### src/rtl/smbus_fifo_pkg.sv
package smbus_fifo_pkg;
  localparam int DATA_W = 8;
  localparam int ADDR_W = 3;
  localparam int THR_W  = 5;

  localparam logic [ADDR_W-1:0] RA_DATA  = 3'd0;
  localparam logic [ADDR_W-1:0] RA_MODE  = 3'd1;
  localparam logic [ADDR_W-1:0] RA_FCS   = 3'd2;
  localparam logic [ADDR_W-1:0] RA_TXCTL = 3'd3;
  localparam logic [ADDR_W-1:0] RA_TXSTS = 3'd4;
  localparam logic [ADDR_W-1:0] RA_RXCTL = 3'd5;
  localparam logic [ADDR_W-1:0] RA_RXSTS = 3'd6;

  localparam int B_FEN   = 4;
  localparam int B_CLR   = 6;
  localparam int B_RFTE  = 3;
  localparam int B_EVT   = 1;
  localparam int B_IE    = 6;
  localparam int B_THST  = 6;
  localparam int B_LAST  = 5;
  localparam int B_OVF   = 7;
endpackage

### src/rtl/smbus_fifo_queue.sv
module smbus_fifo_queue #(
  parameter int W     = 8,
  parameter int DEPTH = 16,
  localparam int CW   = $clog2(DEPTH + 1),
  localparam int PW   = (DEPTH > 1) ? $clog2(DEPTH) : 1
) (
  input  logic          clk,
  input  logic          rst_n,
  input  logic          clr,
  input  logic          push,
  input  logic [W-1:0]  din,
  input  logic          pop,
  output logic [W-1:0]  head,
  output logic [CW-1:0] count
);
  localparam logic [CW-1:0] FULL_CNT = CW'(DEPTH);
  localparam logic [PW-1:0] LAST_PTR = PW'(DEPTH - 1);

  logic [W-1:0]  mem [DEPTH];
  logic [PW-1:0] wr_ptr, rd_ptr;
  logic          push_ok, pop_ok;

  assign push_ok = push && (count != FULL_CNT);
  assign pop_ok  = pop && (count != '0);
  assign head    = mem[rd_ptr];

  always_ff @(posedge clk) begin
    if (push_ok) mem[wr_ptr] <= din;
  end

  always_ff @(posedge clk or negedge rst_n) begin
    if (!rst_n) begin
      wr_ptr <= '0;
      rd_ptr <= '0;
      count  <= '0;
    end else if (clr) begin
      wr_ptr <= '0;
      rd_ptr <= '0;
      count  <= '0;
    end else begin
      if (push_ok) wr_ptr <= (wr_ptr == LAST_PTR) ? '0 : wr_ptr + 1'b1;
      if (pop_ok)  rd_ptr <= (rd_ptr == LAST_PTR) ? '0 : rd_ptr + 1'b1;
      count <= count + CW'(push_ok) - CW'(pop_ok);
    end
  end
endmodule

### src/rtl/smbus_fifo_flags.sv
module smbus_fifo_flags #(
  parameter int DEPTH = 16,
  parameter int THR_W = 5,
  localparam int CW   = $clog2(DEPTH + 1)
) (
  input  logic             fifo_en,
  input  logic             xmit_mode,
  input  logic             thr_rxie,
  input  logic             last_en,
  input  logic [THR_W-1:0] rx_thr,
  input  logic [CW-1:0]    tx_cnt,
  input  logic [CW-1:0]    rx_cnt,
  output logic             sdast,
  output logic             rx_nack
);
  localparam logic [CW-1:0] FULL_CNT = CW'(DEPTH);
  localparam int SW = ((CW > THR_W) ? CW : THR_W) + 1;

  logic [SW-1:0] rx_after;

  assign rx_after = SW'(rx_cnt) + SW'(1);
  assign rx_nack  = fifo_en && last_en && (rx_after >= SW'(rx_thr));

  always_comb begin
    if (!fifo_en)       sdast = 1'b0;
    else if (xmit_mode) sdast = (tx_cnt != FULL_CNT);
    else if (thr_rxie)  sdast = (rx_cnt == FULL_CNT);
    else                sdast = (rx_cnt != '0);
  end
endmodule

### src/rtl/smbus_fifo.sv
module smbus_fifo
  import smbus_fifo_pkg::*;
#(
  parameter int DEPTH = 16
) (
  input  logic              clk,
  input  logic              rst_n,
  input  logic              cfg_wr,
  input  logic              cfg_rd,
  input  logic [ADDR_W-1:0] cfg_addr,
  input  logic [DATA_W-1:0] cfg_wdata,
  output logic [DATA_W-1:0] cfg_rdata,
  input  logic              xmit_mode,
  output logic              tx_valid,
  input  logic              tx_ready,
  output logic [DATA_W-1:0] tx_data,
  input  logic              rx_valid,
  output logic              rx_ready,
  input  logic [DATA_W-1:0] rx_data,
  output logic              rx_nack,
  output logic              sdast,
  output logic              irq
);
  localparam int CW = $clog2(DEPTH + 1);
  localparam logic [CW-1:0] FULL_CNT = CW'(DEPTH);

  logic             fifo_en, rfte_ie, rxf_txe;
  logic             thr_txie, tx_thst, tx_ovf;
  logic             thr_rxie, last_en, rx_thst, rx_done;
  logic [THR_W-1:0] tx_thr, rx_thr;
  logic [DATA_W-1:0] last_pop, rx_head;
  logic [CW-1:0]    tx_cnt, rx_cnt, tx_cnt_nxt, rx_cnt_nxt;

  logic wr_data, wr_mode, wr_fcs, wr_txctl, wr_txsts, wr_rxctl, wr_rxsts;
  logic clr, tx_push, tx_pop, tx_ovf_evt, rx_push, rx_pop, tx_hit, rx_hit;

  assign wr_data  = cfg_wr && (cfg_addr == RA_DATA);
  assign wr_mode  = cfg_wr && (cfg_addr == RA_MODE);
  assign wr_fcs   = cfg_wr && (cfg_addr == RA_FCS);
  assign wr_txctl = cfg_wr && (cfg_addr == RA_TXCTL);
  assign wr_txsts = cfg_wr && (cfg_addr == RA_TXSTS);
  assign wr_rxctl = cfg_wr && (cfg_addr == RA_RXCTL);
  assign wr_rxsts = cfg_wr && (cfg_addr == RA_RXSTS);

  assign clr        = wr_fcs && cfg_wdata[B_CLR];
  assign tx_valid   = fifo_en && (tx_cnt != '0);
  assign tx_pop     = tx_valid && tx_ready;
  assign tx_push    = wr_data && fifo_en && (tx_cnt != FULL_CNT);
  assign tx_ovf_evt = wr_data && fifo_en && (tx_cnt == FULL_CNT);
  assign rx_ready   = fifo_en && (rx_cnt != FULL_CNT) && !rx_done;
  assign rx_push    = rx_valid && rx_ready;
  assign rx_pop     = cfg_rd && (cfg_addr == RA_DATA) && (rx_cnt != '0);

  assign tx_cnt_nxt = tx_cnt + CW'(tx_push) - CW'(tx_pop);
  assign rx_cnt_nxt = rx_cnt + CW'(rx_push) - CW'(rx_pop);
  assign tx_hit     = tx_pop && (THR_W'(tx_cnt_nxt) == tx_thr);
  assign rx_hit     = rx_push && (THR_W'(rx_cnt_nxt) == rx_thr);

  smbus_fifo_queue #(.W(DATA_W), .DEPTH(DEPTH)) u_txq (
    .clk(clk), .rst_n(rst_n), .clr(clr),
    .push(tx_push), .din(cfg_wdata), .pop(tx_pop),
    .head(tx_data), .count(tx_cnt)
  );

  smbus_fifo_queue #(.W(DATA_W), .DEPTH(DEPTH)) u_rxq (
    .clk(clk), .rst_n(rst_n), .clr(clr),
    .push(rx_push), .din(rx_data), .pop(rx_pop),
    .head(rx_head), .count(rx_cnt)
  );

  smbus_fifo_flags #(.DEPTH(DEPTH), .THR_W(THR_W)) u_flags (
    .fifo_en(fifo_en), .xmit_mode(xmit_mode), .thr_rxie(thr_rxie),
    .last_en(last_en), .rx_thr(rx_thr), .tx_cnt(tx_cnt), .rx_cnt(rx_cnt),
    .sdast(sdast), .rx_nack(rx_nack)
  );

  // control fields
  always_ff @(posedge clk or negedge rst_n) begin
    if (!rst_n) begin
      fifo_en  <= 1'b0;
      rfte_ie  <= 1'b0;
      thr_txie <= 1'b0;
      tx_thr   <= '0;
      thr_rxie <= 1'b0;
      last_en  <= 1'b0;
      rx_thr   <= '0;
    end else begin
      if (wr_mode) fifo_en <= cfg_wdata[B_FEN];
      if (wr_fcs)  rfte_ie <= cfg_wdata[B_RFTE];
      if (wr_txctl) begin
        thr_txie <= cfg_wdata[B_IE];
        tx_thr   <= cfg_wdata[THR_W-1:0];
      end
      if (wr_rxctl) begin
        thr_rxie <= cfg_wdata[B_IE];
        last_en  <= cfg_wdata[B_LAST];
        rx_thr   <= cfg_wdata[THR_W-1:0];
      end
    end
  end

  // sticky events: clear beats set, set beats write-one-to-clear
  always_ff @(posedge clk or negedge rst_n) begin
    if (!rst_n) begin
      tx_thst  <= 1'b0;
      tx_ovf   <= 1'b0;
      rx_thst  <= 1'b0;
      rxf_txe  <= 1'b0;
      rx_done  <= 1'b0;
      last_pop <= '0;
    end else begin
      if (rx_pop) last_pop <= rx_head;
      if (clr) begin
        tx_thst <= 1'b0;
        tx_ovf  <= 1'b0;
        rx_thst <= 1'b0;
        rxf_txe <= 1'b0;
        rx_done <= 1'b0;
      end else begin
        if (tx_hit) tx_thst <= 1'b1;
        else if (wr_txsts && cfg_wdata[B_THST]) tx_thst <= 1'b0;
        if (tx_ovf_evt) tx_ovf <= 1'b1;
        else if (wr_txsts && cfg_wdata[B_OVF]) tx_ovf <= 1'b0;
        if (tx_hit) rxf_txe <= 1'b1;
        else if (wr_fcs && cfg_wdata[B_EVT]) rxf_txe <= 1'b0;
        if (rx_hit) rx_thst <= 1'b1;
        else if (wr_rxsts && cfg_wdata[B_THST]) rx_thst <= 1'b0;
        if (rx_push && rx_nack) rx_done <= 1'b1;
        else if (wr_rxctl) rx_done <= 1'b0;
      end
    end
  end

  assign irq = (thr_txie && tx_thst) || (thr_rxie && rx_thst) || (rfte_ie && rxf_txe);

  always_comb begin
    case (cfg_addr)
      RA_DATA:  cfg_rdata = (rx_cnt != '0) ? rx_head : last_pop;
      RA_MODE:  cfg_rdata = {3'b0, fifo_en, 4'b0};
      RA_FCS:   cfg_rdata = {4'b0, rfte_ie, 1'b0, rxf_txe, 1'b0};
      RA_TXCTL: cfg_rdata = {1'b0, thr_txie, 1'b0, tx_thr};
      RA_TXSTS: cfg_rdata = {tx_ovf, tx_thst, 6'(tx_cnt)};
      RA_RXCTL: cfg_rdata = {1'b0, thr_rxie, last_en, rx_thr};
      RA_RXSTS: cfg_rdata = {1'b0, rx_thst, 6'(rx_cnt)};
      default:  cfg_rdata = '0;
    endcase
  end
endmodule

### config.mk
export PLATFORM = sky130hd
export DESIGN_NAME = smbus_fifo
export DESIGN_NICKNAME = d
export VERILOG_FILES = /design/src/rtl/smbus_fifo_pkg.sv /design/src/rtl/smbus_fifo_queue.sv /design/src/rtl/smbus_fifo_flags.sv /design/src/rtl/smbus_fifo.sv
export SDC_FILE = /design/constraint.sdc
export NUM_CORES = 1
export LEC_CHECK = 0
export BUFFER_PORTS_ARGS = -buffer_cell sky130_fd_sc_hd__buf_2
export CORE_MARGIN = 2
export CORE_UTILIZATION = 49
export DETAILED_ROUTE_END_ITERATION = 8
export PLACE_DENSITY = 0.73
export SKIP_LAST_GASP = 1
export SLEW_MARGIN = 20
export SYNTH_ARGS = -nofsm -noshare
export SYNTH_HDL_FRONTEND = slang
export SYNTH_SLANG_ARGS = --single-unit
### constraint.sdc
create_clock -name clk -period 3.1 [get_ports clk]
set_input_delay 0.465 -clock clk [delete_from_list [all_inputs] [get_ports clk]]
set_output_delay 0.465 -clock clk [all_outputs]
set_load 0.005 [all_outputs]
Word level (Yosys, flattened, before mapping)
Memories as Yosys holds them, arrays and structs flattened.
Index checks and enable logic that the tools add are counted.
{"block": "classes", "addsub": 13, "order_cmp": 1, "n_eq_ne": 16, "muxes": 38, "reduce_logical": 49}
{"op": "$pmux W8 S7", "count": 1}
{"op": "$mux W4", "count": 12}
{"op": "$logic_and A1 B1 Y1", "count": 34}
{"op": "$mux W1", "count": 22}
{"op": "$add A5 B1 Y5", "count": 4}
{"op": "$sub A5 B1 Y5", "count": 4}
{"op": "$add A4 B1 Y4 const B", "count": 4}
{"op": "$eq A4 B4 Y1 const B", "count": 4}
{"op": "$reduce_bool A3 Y1", "count": 5}
{"op": "$eq A5 B5 Y1", "count": 2}
{"op": "$eq A5 B5 Y1 const B", "count": 2}
{"op": "$mux W5", "count": 2}
{"op": "$ne A5 B5 Y1 const B", "count": 2}
{"op": "$reduce_bool A5 Y1", "count": 2}
{"op": "$eq A3 B3 Y1 const B", "count": 3}
{"op": "$mux W8", "count": 1}
{"op": "$reduce_bool A2 Y1", "count": 4}
{"op": "$add A5 B1 Y6 const B", "count": 1}
{"op": "$eq A3 B2 Y1 const B", "count": 2}
{"op": "$ge A6 B5 Y1", "count": 1}
{"op": "$eq A3 B1 Y1 const B", "count": 1}
{"op": "$logic_not A3 Y1", "count": 1}
{"op": "$logic_or A1 B1 Y1", "count": 2}
{"op": "$logic_not A1 Y1", "count": 1}
{"block": "word_totals", "ff_bits": 54, "ram_bits": 256, "inputBits": 26, "output_inout_bits": 21, "word_cells": 138, "memories": 2}
{"memory": "u_rxq.mem", "depth": 16, "word_bits": 8, "rd": 1, "rd_ports_with_merged_regs": 0, "wr": 1, "line": "smbus_fifo_queue.sv:19", "text": "logic [W-1:0] mem [DEPTH];"}
{"memory": "u_txq.mem", "depth": 16, "word_bits": 8, "rd": 1, "rd_ports_with_merged_regs": 0, "wr": 1, "line": "smbus_fifo_queue.sv:19"}

Longest topological paths before layout
Gate-level depths: netlist of run 1.
{"block": "depth", "depth_word": 10, "ltp_mapped": 17, "depth_no_buf": 17}

By module
Synthesis of run 1 repeated with hierarchy kept, for this count alone.
{"block": "hier_totals", "cells_unflattened": 894, "area_unflattened_um2": 14126.0}
{"mod": "smbus_fifo_queue at u_rxq", "instances": 1, "cells_per_inst": 332, "area_each_um2": 5935.7, "seq_area_each_um2": 4169.0}
{"mod": "smbus_fifo_queue at u_txq", "instances": 1, "cells_per_inst": 319, "area_each_um2": 5824.3, "seq_area_each_um2": 4169.0}
{"mod": "smbus_fifo", "instances": 1, "cells_per_inst": 209, "area_each_um2": 2120.8, "seq_area_each_um2": 700.7}
{"mod": "smbus_fifo_flags", "instances": 1, "cells_per_inst": 34, "area_each_um2": 245.2, "seq_area_each_um2": 0.0}

Worst setup path after synthesis of run 1
Ideal clock, no wire load.
{"block": "synth_path", "path_type": "register to register", "startpoint": "reg u_txq.count[2]", "endpoint": "reg rxf_txe", "setup_ns": 0.072, "arrival_time_ns": 3.004, "t_required_ns": 3.028, "slack_ns": 0.024, "stages_incl_launch_ff": 15, "path_buffers": 0, "path_cell_list": "dfrtp_1 inv_1 ha_1 a31oi_1 ha_1 inv_1 ha_1 inv_1 fa_1 xnor3_1 nor3_1 nand4b_1 nor3b_1 a21oi_1 nor2_1"}
{"block": "synth_between", "elab_chain_len": 8, "word_cells_on_any_way": 12, "classes_between": "add/sub: 2; eq/ne: 2; mux: 2; reduce/logical: 6"}
{"item": "start: declaration", "line": "smbus_fifo_queue.sv:14", "text": "output logic [CW-1:0] count"}
{"item": "start signal: assignment", "line": "smbus_fifo_queue.sv:43", "text": "count <= count + CW'(push_ok) - CW'(pop_ok);"}
{"item": "$ne A5 B5 Y1 / $reduce_bool A5 Y1 (equally long branches)", "line": "smbus_fifo.sv:48, smbus_fifo.sv:46"}
{"item": "$logic_and A1 B1 Y1 (on tied branches)", "line": "smbus_fifo.sv:48, smbus_fifo.sv:46"}
{"item": "$add A5 B1 Y5 / $logic_and A1 B1 Y1 (equally long branches)", "line": "smbus_fifo.sv:54, smbus_fifo.sv:47"}
{"item": "$sub A5 B1 Y5", "line": "smbus_fifo.sv:54", "text": "assign tx_cnt_nxt = tx_cnt + CW'(tx_push) - CW'(tx_pop);"}
{"item": "$eq A5 B5 Y1", "line": "smbus_fifo.sv:56", "text": "assign tx_hit = tx_pop && (THR_W'(tx_cnt_nxt) == tx_thr);"}
{"item": "$logic_and A1 B1 Y1 (*)", "line": "smbus_fifo.sv:56"}
{"item": "$mux W1", "line": "smbus_fifo.sv:124", "text": "if (tx_hit) rxf_txe <= 1'b1;"}
{"item": "$mux W1", "line": "smbus_fifo.sv:113", "text": "if (clr) begin"}
{"item": "end signal: assignment", "line": "smbus_fifo.sv:117", "text": "rxf_txe <= 1'b0;"}
{"item": "end signal: assignment", "line": "smbus_fifo.sv:124"}
{"item": "end signal: assignment", "line": "smbus_fifo.sv:125", "text": "else if (wr_fcs && cfg_wdata[B_EVT]) rxf_txe <= 1'b0;"}
{"item": "end: declaration", "line": "smbus_fifo.sv:27", "text": "logic fifo_en, rfte_ie, rxf_txe;"}
Mark *: on every way between the ends. The rest lies on a longest branch, timed or not.
A chain may end at the register's enable or synchronous reset.

Worst setup path in the final report of run 1
{"block": "layout_path", "startpoint": "reg u_rxq.rd_ptr[0]", "endpoint": "out cfg_rdata[4]"}
{"block": "layout_between", "elab_chain_len": 3}
{"item": "start: declaration", "line": "smbus_fifo_queue.sv:20", "text": "logic [PW-1:0] wr_ptr, rd_ptr;"}
{"item": "start signal: assignment", "line": "smbus_fifo_queue.sv:42", "text": "if (pop_ok) rd_ptr <= (rd_ptr == LAST_PTR) ? '0 : rd_ptr + 1'b1;"}
{"item": "$mem_v2 Z16 W8"}
{"item": "$mux W8", "line": "smbus_fifo.sv:138", "text": "RA_DATA: cfg_rdata = (rx_cnt != '0) ? rx_head : last_pop;"}
{"item": "$pmux W8 S7", "line": "smbus_fifo.sv:137", "text": "case (cfg_addr)"}
{"item": "end: declaration", "line": "smbus_fifo.sv:12", "text": "output logic [DATA_W-1:0] cfg_rdata,"}
Every way passes these cells.

==> flow_summary.yaml, run 1 <==
yosys:
  yosys_warnings: 0
  syn-num-nets: 954
  synth_cell_types: 54
  synth_compound_area_share_pct: 5.83
  netlist_area_um2: 13700
  synth_seq_area_share_pct: 66.0
  synth_top_family_by_area: "multiplexers"
  synth-xor-area-share_pct: 1.76
  synthAdderAreaFrac_pct: 3.87
  synthFlopType: "edfxtp_1"
  synth_cells: 888
  synth_mux_area_share_pct: 13.7
  synthArstFlopShare_pct: 17.4
  syn_avg_cell_area_um2: 15.4
  synth-edff-count: 256
  ys_seq_elements: 310
  yosys.area_share.simple_pct: 6.34
setup_path:
  worst_r2r_endpoint: "u_rxq.count[4]"
  max_stage_delay_ns: 0.53
  startpoint_type: "flip-flop"
  r2r_start: "u_rxq.count[3]"
  rrSetupSlack_ns: 0.23
  cp_cell_sequence: "buf_12 -> buf_4 -> mux4_2 -> mux2i_1 -> o221ai_1 -> buf_2"
  reg2reg_depth: 14
  critPathSlowestCell: "dfrtp_4"
  cp_data_arrival_time_ns: 2.59
  crit_fanout: 8
  crit_type: "flip-flop to output port"
  critPathRequiredTime_ns: 2.63
  endpoint_kind: "output port"
clock_tree:
  clk_transition_reported_paths_ns: 0.06
  clock_latency_ns: 0.56
  ctsHtreeMaxLevel: 1
  cts_root_buf: "clkbuf_16"
  cts_buffers: 31
  clock-sinks: 310
  clk_path_buf_depth: 3
  cts_tree: "built"
timing:
  setup_viol: 0
  rsz0062_at_grt: "yes"
  fin_crit_sh_pct: 98.6
  fin_crit_ns: 3.06
  worst_pin_slew_ns: 0.700
  max_clock_freq_ghz: 0.327
  maxSlewHeadroom_pct: 53.3
  fin_tns_setup_ns: 0
  fin_ws_ns: 0.0440
  final.setup_skew_ns: 0.0220
  finalHoldViolations: 0
  slew_viol_final: 0
outcome:
  status: "finished, final reports clean"
min_path:
  hold_path_depth: 4
  hp-start: "cfg_wr"
  min_to: "rx_thst"
  hold_path.class: "input port to flip-flop"
layout:
  layout_common_cells: "edfxtp_1 (256), buf_4 (66), nand2_1 (58)"
  final_common_cell: "edfxtp_1"
  syn_to_final_growth_pct: 15.5
  diodes: 0
  drive_gt1_share_pct: 24.4
  layout.nets: 1059
  final_area_um2: 15800
  stdcell_count: 1394
floorplan:
  die_area_um2: 29300
  io_pins: 47
  start_util_pct: 49.6
  rows: 61
  coreArea_um2: 27600
  die_w_um: 171
  die-height_um: 171
drt:
  wl_per_cell_um: 21.3
  drt_iter0_markers: 703
  drt-vias-per-instance: 5.69
  detailroute.via_count: 7928
  drt_wl_total_um: 29700
  postRouteAntennaNets: 0
  first_pass_iters: 6
  drc: 0
power:
  p_per_area_nw_per_um2: 831
  p_leak_nw: 5.77
  ir_drop_mv: 0.504
  total_power_mw: 13.2
run:
  cap_violations: 0
placed_design:
  hpwl_um: 19600
  post_dp_cell_area_um2: 14700
  port_buffers: 46
  dp_slack_ns: 0.0334
  place_inst: 1328
  gp_congestion: 0.873
grt:
  antenna_found_initial: 0
  grt_pass1_vias: 7988
  grt_start_max_net_pins: 24
  grt_pass1_wl_um: 45900
  track_usage_pct: 20.7
  grt-ovfl-total: 0
layer usage:
layer,up-vias,track usage [%],routed length (um)
li1,3607,-,-
met1,3989,27.8,12400
met2,273,35.2,14800
met3,59,3.18,1780
met4,0,5.93,729
met5,-,0,0
worst max path at each step:
stage	from	to	slack, ns	depth (start not counted)
6_report	u_rxq.rd_ptr[0]	cfg_rdata[4]	0.04	6
5_1_grt	u_rxq.rd_ptr[0]	cfg_rdata[7]	-0.05	6
4_1_cts	u_rxq.rd_ptr[0]	cfg_rdata[6]	0.004	6
3_5_place_dp	u_txq.count[3]	rxf_txe	0.03	14
3_3_place_gp	u_txq.count[3]	rxf_txe	0.22	14
2_1_floorplan	u_txq.count[2]	rxf_txe	0.02	14
where the power goes:
| group | internal (mW) | switching, mW | total, mW |
|---|---|---|---|
| registers | 4.86 | 0.411 | 5.27 |
| clock network | 2.07 | 1.49 | 3.56 |
| logic | 2.08 | 2.24 | 4.32 |
synth_stat cells, drive strengths merged (19+ instances only):
library cell  number  area (um2)
a21oi             37         185
buf               28         156
clkbuf            19        71.3
dfrtp             54        1350
edfxtp           256        7690
ha                36         450
inv               30         113
mux2              30         338
mux2i             46         460
mux4              48        1080
nand2             59         224
nor2              56         210
o21ai             32         160
logic make-up after synthesis:
group                    after synthesis
adder cells (fa/ha/maj)               40
XOR/XNOR                              26
multiplexers                         124
AO/OA/AOI/OAI                        126
flip-flops                           310
AND/OR/NAND/NOR                      185
buffers and inverters                 77
critical path: cells and delay by family, from the launching register on:
kind                   cells  cell delay (ns)
AO/OA/AOI/OAI              1             0.29
buffers and inverters      3             0.50
flip-flops                 1             0.53
multiplexers               2             0.72
final cells by class:
cell class / instances / area (um2)
Fill cell: 2148 / 11800
Sequential cell: 310 / 9050
Timing Repair Buffer: 119 / 852
Multi-Input combinational cell: 501 / 4360
Inverter: 30 / 113
Clock inverter: 13 / 91.3
Tap cell: 378 / 473
Clock buffer: 43 / 892
stage by stage:
step,hold slack [ns],util (%)
after global placement,0.439,53.2
after detailed placement,0.441,53.2
after global routing,0.268,57.3
final,0.264,57.3
after floorplan,0.169,-
after CTS,0.243,56.9
sequential cells by signal (all words and copies together) (netlist names), 4 cells and up:
| name | cells |
|---|---|
| u_rxq.rd_ptr | 4 |
| tx_thr | 5 |
| u_rxq.count | 5 |
| u_txq.count | 5 |
| u_rxq.mem | 128 |
| last_pop | 8 |
| rx_thr | 5 |
| u_txq.wr_ptr | 4 |
| u_txq.rd_ptr | 4 |
| u_txq.mem | 128 |
| u_rxq.wr_ptr | 4 |
timing repair:
item | CTS | global route
gates resized for setup | 4 | 11
hold buffers | 1 | 0
endpoints found under the setup margin | 9 | 12
setup buffers | 3 | 5
gates cloned | 0 | 1
pin swaps | 0 | 4
endpoints found under the hold margin | 17 | 0
Note: power is estimated with default switching activity, not from simulation.
==> inputs of run 2 (changes only) <==
--- a/config.mk
+++ b/config.mk
@@ -6,7 +6,8 @@
 export NUM_CORES = 1
 export LEC_CHECK = 0
 export BUFFER_PORTS_ARGS = -buffer_cell sky130_fd_sc_hd__buf_2
-export CORE_MARGIN = 2
+export CORE_ASPECT_RATIO = 1.25
+export CORE_MARGIN = 1
 export CORE_UTILIZATION = 49
 export DETAILED_ROUTE_END_ITERATION = 8
 export PLACE_DENSITY = 0.73
==> flow_summary.yaml, run 2 (synthesis gave the netlist of run 1 again) <==
setup_path:
  reg2reg_depth: 14
  worst_r2r_endpoint: "u_rxq.count[4]"
  cp.depth: 6
  cp_top_family: "multiplexers"
  cp_data_arrival_time_ns: 2.63
  r2r_start: "u_rxq.count[3]"
  critPathRequiredTime_ns: 2.63
  max_stage_delay_ns: 0.56
  crit_fanout: 9
  startpoint_type: "flip-flop"
  cp_cell_sequence: "buf_12 -> mux4_2 -> mux2_2 -> a222oi_1 -> o21ai_1 -> buf_2"
  endpoint_kind: "output port"
  cp_num_buf_inv: 2
  rrSetupSlack_ns: 0.19
  crit_type: "flip-flop to output port"
  critPathSlowestCell: "mux4_2"
layout:
  layout_common_cells: "edfxtp_1 (256), buf_4 (68), nand2_1 (57)"
  syn_to_final_growth_pct: 15.3
  layout.nets: 1059
  finish.utilization_pct: 57.3
  final_common_cell: "edfxtp_1"
  reg_top3: "u_rxq.mem: 128 flops, u_txq.mem: 128 flops, last_pop: 8 flops"
  diodes: 0
  drive_gt1_share_pct: 24.9
placed_design:
  gp_congestion: 0.865
  port_buffers: 46
  hpwl_um: 19700
power:
  clockPowerShare_pct: 26.5
  ir_drop_mv: 0.566
  seqPwrFrac_pct: 40.3
  p_leak_nw: 5.77
  p_int_mw: 8.96
  p_per_area_nw_per_um2: 828
  p_sw_share_pct: 31.5
  p_sw_mw: 4.13
  power_frac_comb_pct: 33.1
  total_power_mw: 13.1
timing:
  fin_crit_sh_pct: 99.7
  finalHoldViolations: 0
  slew_viol_final: 0
  fin_tns_setup_ns: 0
  fin_crit_ns: 3.09
  maxSlewHeadroom_pct: 51.6
  final.setup_skew_ns: 0.0246
  whs_ns: 0.304
  max_clock_freq_ghz: 0.323
  setup_viol: 0
  worst_pin_slew_ns: 0.723
  rsz0062_at_grt: "yes"
drt:
  drt_iter0_markers: 446
  detailroute.via_count: 7761
  drt_wl_total_um: 29000
  postRouteAntennaNets: 0
  drt-vias-per-instance: 5.68
  drc: 0
  wl_per_cell_um: 21.2
  first_pass_iters: 5
clock_tree:
  cts_buffers: 30
  ctsHtreeMaxLevel: 1
  clk_transition_reported_paths_ns: 0.06
  clk_path_buf_depth: 3
  clock_latency_ns: 0.55
  clock-sinks: 310
  cts_tree: "built"
  cts_root_buf: "clkbuf_16"
grt:
  grt_start_max_net_pins: 47
  grt_pass1_vias: 8033
  grt-ovfl-total: 0
  antenna_found_initial: 0
  grt_pass1_wl_um: 44300
  track_usage_pct: 20.7
min_path:
  hold_path.class: "input port to flip-flop"
  hp-start: "rx_data[1]"
  min_to: "u_rxq.mem[1][1]"
  hold_path_depth: 1
floorplan:
  die-height_um: 189
  die_area_um2: 28600
  die_w_um: 152
  start_util_pct: 49.7
  coreArea_um2: 27600
  io_pins: 47
  rows: 68
run:
  cap_violations: 0
outcome:
  status: "finished, final reports clean"
[run 2: cell type report]
cell class	count	area (um2)
fill	2137	11800
sequential	310	9050
multi-input combinational	501	4390
timing repair buffer	120	863
clock buffer	37	798
tap	350	438
clock inverter	19	149
inverter	30	113
[run 2: timing repair]
action / CTS / global route
setup endpoints to repair: 6 / 19
hold buffers: 1 / 0
gates cloned: 1 / 1
hold endpoints to repair: 8 / 0
setup buffers: 0 / 11
gates resized for setup: 3 / 18
pin swaps: 0 / 2
[run 2: power groups by stage]
stage,logic [mW],clock network (mW),registers [mW]
2_1_floorplan,3.07,0,5.12
3_3_place_gp,4.03,0,5.33
3_5_place_dp,4.10,0,5.34
4_1_cts,4.19,3.53,5.27
5_1_grt,4.76,3.68,5.32
6_report,4.34,3.47,5.27
[run 2: metrics by stage]
stage          worst slack (ns)  instances  area (um2)
3_5_place_dp             0.0991       1297       14600
4_1_cts                 -0.0750       1355       15600
3_3_place_gp              0.172       1297       14600
2_1_floorplan            0.0239        888       13700
6_report                0.00827       1367       15800
5_1_grt                 -0.0637       1367       15800
[run 2: worst reg2reg max path, stage by stage, from the launching register on]
cell     delay, ns
dfrtp_2       0.45
inv_1         0.09
ha_1          0.18
nand2_2       0.10
o21a_1        0.21
nand2_2       0.09
inv_2         0.04
ha_1          0.26
inv_1         0.05
ha_1          0.21
fa_1          0.44
a21oi_1       0.17
nor2_1        0.06
or3_1         0.32
a21oi_1       0.16
[run 2: worst max-delay path by stage]
stage | startpoint | to | slack [ns]
finish | u_rxq.rd_ptr[0] | cfg_rdata[7] | 0.008
floorplan | u_txq.count[2] | rxf_txe | 0.02
global route | u_rxq.rd_ptr[0] | cfg_rdata[7] | -0.06
global placement | u_txq.count[2] | rxf_txe | 0.17
CTS | u_rxq.rd_ptr[0] | cfg_rdata[7] | -0.08
detailed placement | u_txq.count[2] | rxf_txe | 0.1
[run 2: layer usage]
layer | share of wire (%) | wire (um) | GRT usage [%] | vias to the layer above
met5 | 0 | 0 | 0 | -
met4 | 3.2 | 915 | 7.12 | 0
met3 | 4.4 | 1280 | 2.17 | 60
li1 | - | - | - | 3600
met1 | 39 | 11300 | 25.1 | 3903
met2 | 54 | 15500 | 37.8 | 198
==> inputs of run 3 (changes only) <==
--- a/config.mk
+++ b/config.mk
@@ -8,9 +8,9 @@
 export BUFFER_PORTS_ARGS = -buffer_cell sky130_fd_sc_hd__buf_2
 export CORE_ASPECT_RATIO = 1.25
 export CORE_MARGIN = 1
-export CORE_UTILIZATION = 49
+export CORE_UTILIZATION = 30
 export DETAILED_ROUTE_END_ITERATION = 8
-export PLACE_DENSITY = 0.73
+export PLACE_DENSITY_LB_ADDON = 0.1
 export SKIP_LAST_GASP = 1
 export SLEW_MARGIN = 20
 export SYNTH_ARGS = -nofsm -noshare
==> flow_summary.yaml, run 3 (synthesis gave the netlist of run 1 again) <==
clock_tree:
  cts_root_buf: "clkbuf_16"
  cts_tree: "built"
  cts_buffers: 36
  clk_transition_reported_paths_ns: 0.06
  ctsHtreeMaxLevel: 2
  clock-sinks: 310
  clk_path_buf_depth: 3
  clock_latency_ns: 0.54
floorplan:
  coreArea_um2: 45100
  start_util_pct: 30.4
  die-height_um: 241
  die_w_um: 193
  rows: 87
  die_area_um2: 46500
  io_pins: 47
setup_path:
  critPathRequiredTime_ns: 2.63
  worst_r2r_endpoint: "u_rxq.count[4]"
  crit_type: "flip-flop to output port"
  rrSetupSlack_ns: 0.22
  crit_fanout: 11
  endpoint_kind: "output port"
  reg2reg_depth: 14
  cp_data_arrival_time_ns: 2.61
  r2r_start: "u_rxq.count[0]"
  startpoint_type: "flip-flop"
  crit_start: "u_rxq.rd_ptr[0]"
  crit_end: "cfg_rdata[6]"
timing:
  fin_ws_ns: 0.0230
  fin_crit_ns: 3.08
  final.setup_skew_ns: 0.0157
  max_clock_freq_ghz: 0.325
  fin_crit_sh_pct: 99.3
  fin_tns_setup_ns: 0
  worst_pin_slew_ns: 0.758
  rsz0062_at_grt: "yes"
  finalHoldViolations: 0
  maxSlewHeadroom_pct: 49.4
  setup_viol: 0
  slew_viol_final: 0
power:
  clockPowerShare_pct: 28.5
  ir_drop_mv: 0.462
  p_leak_nw: 5.93
  power_frac_comb_pct: 33.8
  p_int_mw: 9.32
  p_sw_mw: 4.43
  seqPwrFrac_pct: 37.7
  p_per_area_nw_per_um2: 840
  p_sw_share_pct: 32.2
grt:
  grt_start_max_net_pins: 40
  grt_pass1_wl_um: 52400
  track_usage_pct: 15.6
  grt_pass1_vias: 8211
  grt-ovfl-total: 0
  antenna_found_initial: 1
drt:
  detailroute.via_count: 7785
  drt_wl_total_um: 34700
  first_pass_iters: 7
  drt-vias-per-instance: 4.80
  postRouteAntennaNets: 0
  wl_per_cell_um: 21.4
  drt_iter0_markers: 277
  drc: 4
layout:
  layout.nets: 1085
  reg_top3: "u_rxq.mem: 128 flops, u_txq.mem: 128 flops, last_pop: 8 flops"
  drive_gt1_share_pct: 26.4
  finish.utilization_pct: 36.3
  syn_to_final_growth_pct: 19.5
  final.fill_count: 4348
  layout_common_cells: "edfxtp_1 (256), buf_4 (88), nand2_1 (57)"
  final_common_cell: "edfxtp_1"
placed_design:
  gp_congestion: 0.812
  port_buffers: 46
  dp_slack_ns: 0.103
  hpwl_um: 23500
outcome:
  violations: "design-rule violations"
  status: "finished, violations left"
min_path:
  hold_path_depth: 1
  hold_path.class: "input port to flip-flop"
run:
  cap_violations: 0
run 3: per-layer routing:
| metal | GRT usage, % | wire length [um] |
|---|---|---|
| met5 | 0 | 17 |
| met4 | 6.98 | 1240 |
| met3 | 2.44 | 938 |
| met2 | 27.7 | 18200 |
| met1 | 18.4 | 14300 |
run 3: critical path, cell delays in order (launching register included):
cell and delay, ns:
dfrtp_2 0.43, buf_12 0.15, buf_4 0.11, mux4_2 0.49
mux2i_2 0.33, o22ai_1 0.14, a211o_1 0.28, buf_2 0.14
run 3: how the worst min path moves through the flow:
stage	startpoint	endpoint
final	rx_data[0]	u_rxq.mem[6][0]
after global routing	rx_data[0]	u_rxq.mem[6][0]
after CTS	rx_data[0]	u_rxq.mem[14][0]
after detailed placement	last_pop[6]	last_pop[6]
after global placement	last_pop[6]	last_pop[6]
after floorplan	rst_n	fifo_en
run 3: stage by stage:
step                hold slack (ns)  instance area [um2]  total power, mW  instances
floorplan                     0.169                13700             8.19        888
global placement              0.454                15000             9.76       1541
detailed placement            0.463                15000             9.73       1541
CTS                           0.307                16200             13.9       1609
global route                  0.328                16400             14.6       1622
finish                        0.325                16400             13.7       1623
run 3: layout make-up:
cell class                      instances  area [um2]  area share [%]
Sequential cell                       310        9040            55.2
Multi-Input combinational cell        501        4410            27.0
Timing Repair Buffer                  140        1010            6.19
Clock buffer                           47         942            5.76
Tap cell                              578         723            4.42
Clock inverter                         16         119           0.726
Inverter                               30         113           0.688
Antenna cell                            1        2.50          0.0153
run 3: what timing repair did:
action | 4_1_cts | 5_1_grt
pin swaps | 0 | 3
setup endpoints to repair | 8 | 11
hold endpoints to repair | 7 | 0
resized for setup | 8 | 14
buffers inserted | 3 | 13
hold buffers | 1 | 0
cloned | 1 | 0
run 3: power groups by stage:
stage               sequential [mW]  combinational [mW]  clock, mW
finish                         5.18                4.65       3.91
global route                   5.23                5.18       4.21
detailed placement             5.26                4.47          0
CTS                            5.18                4.61       4.06
floorplan                      5.12                3.07          0
global placement               5.26                4.51          0
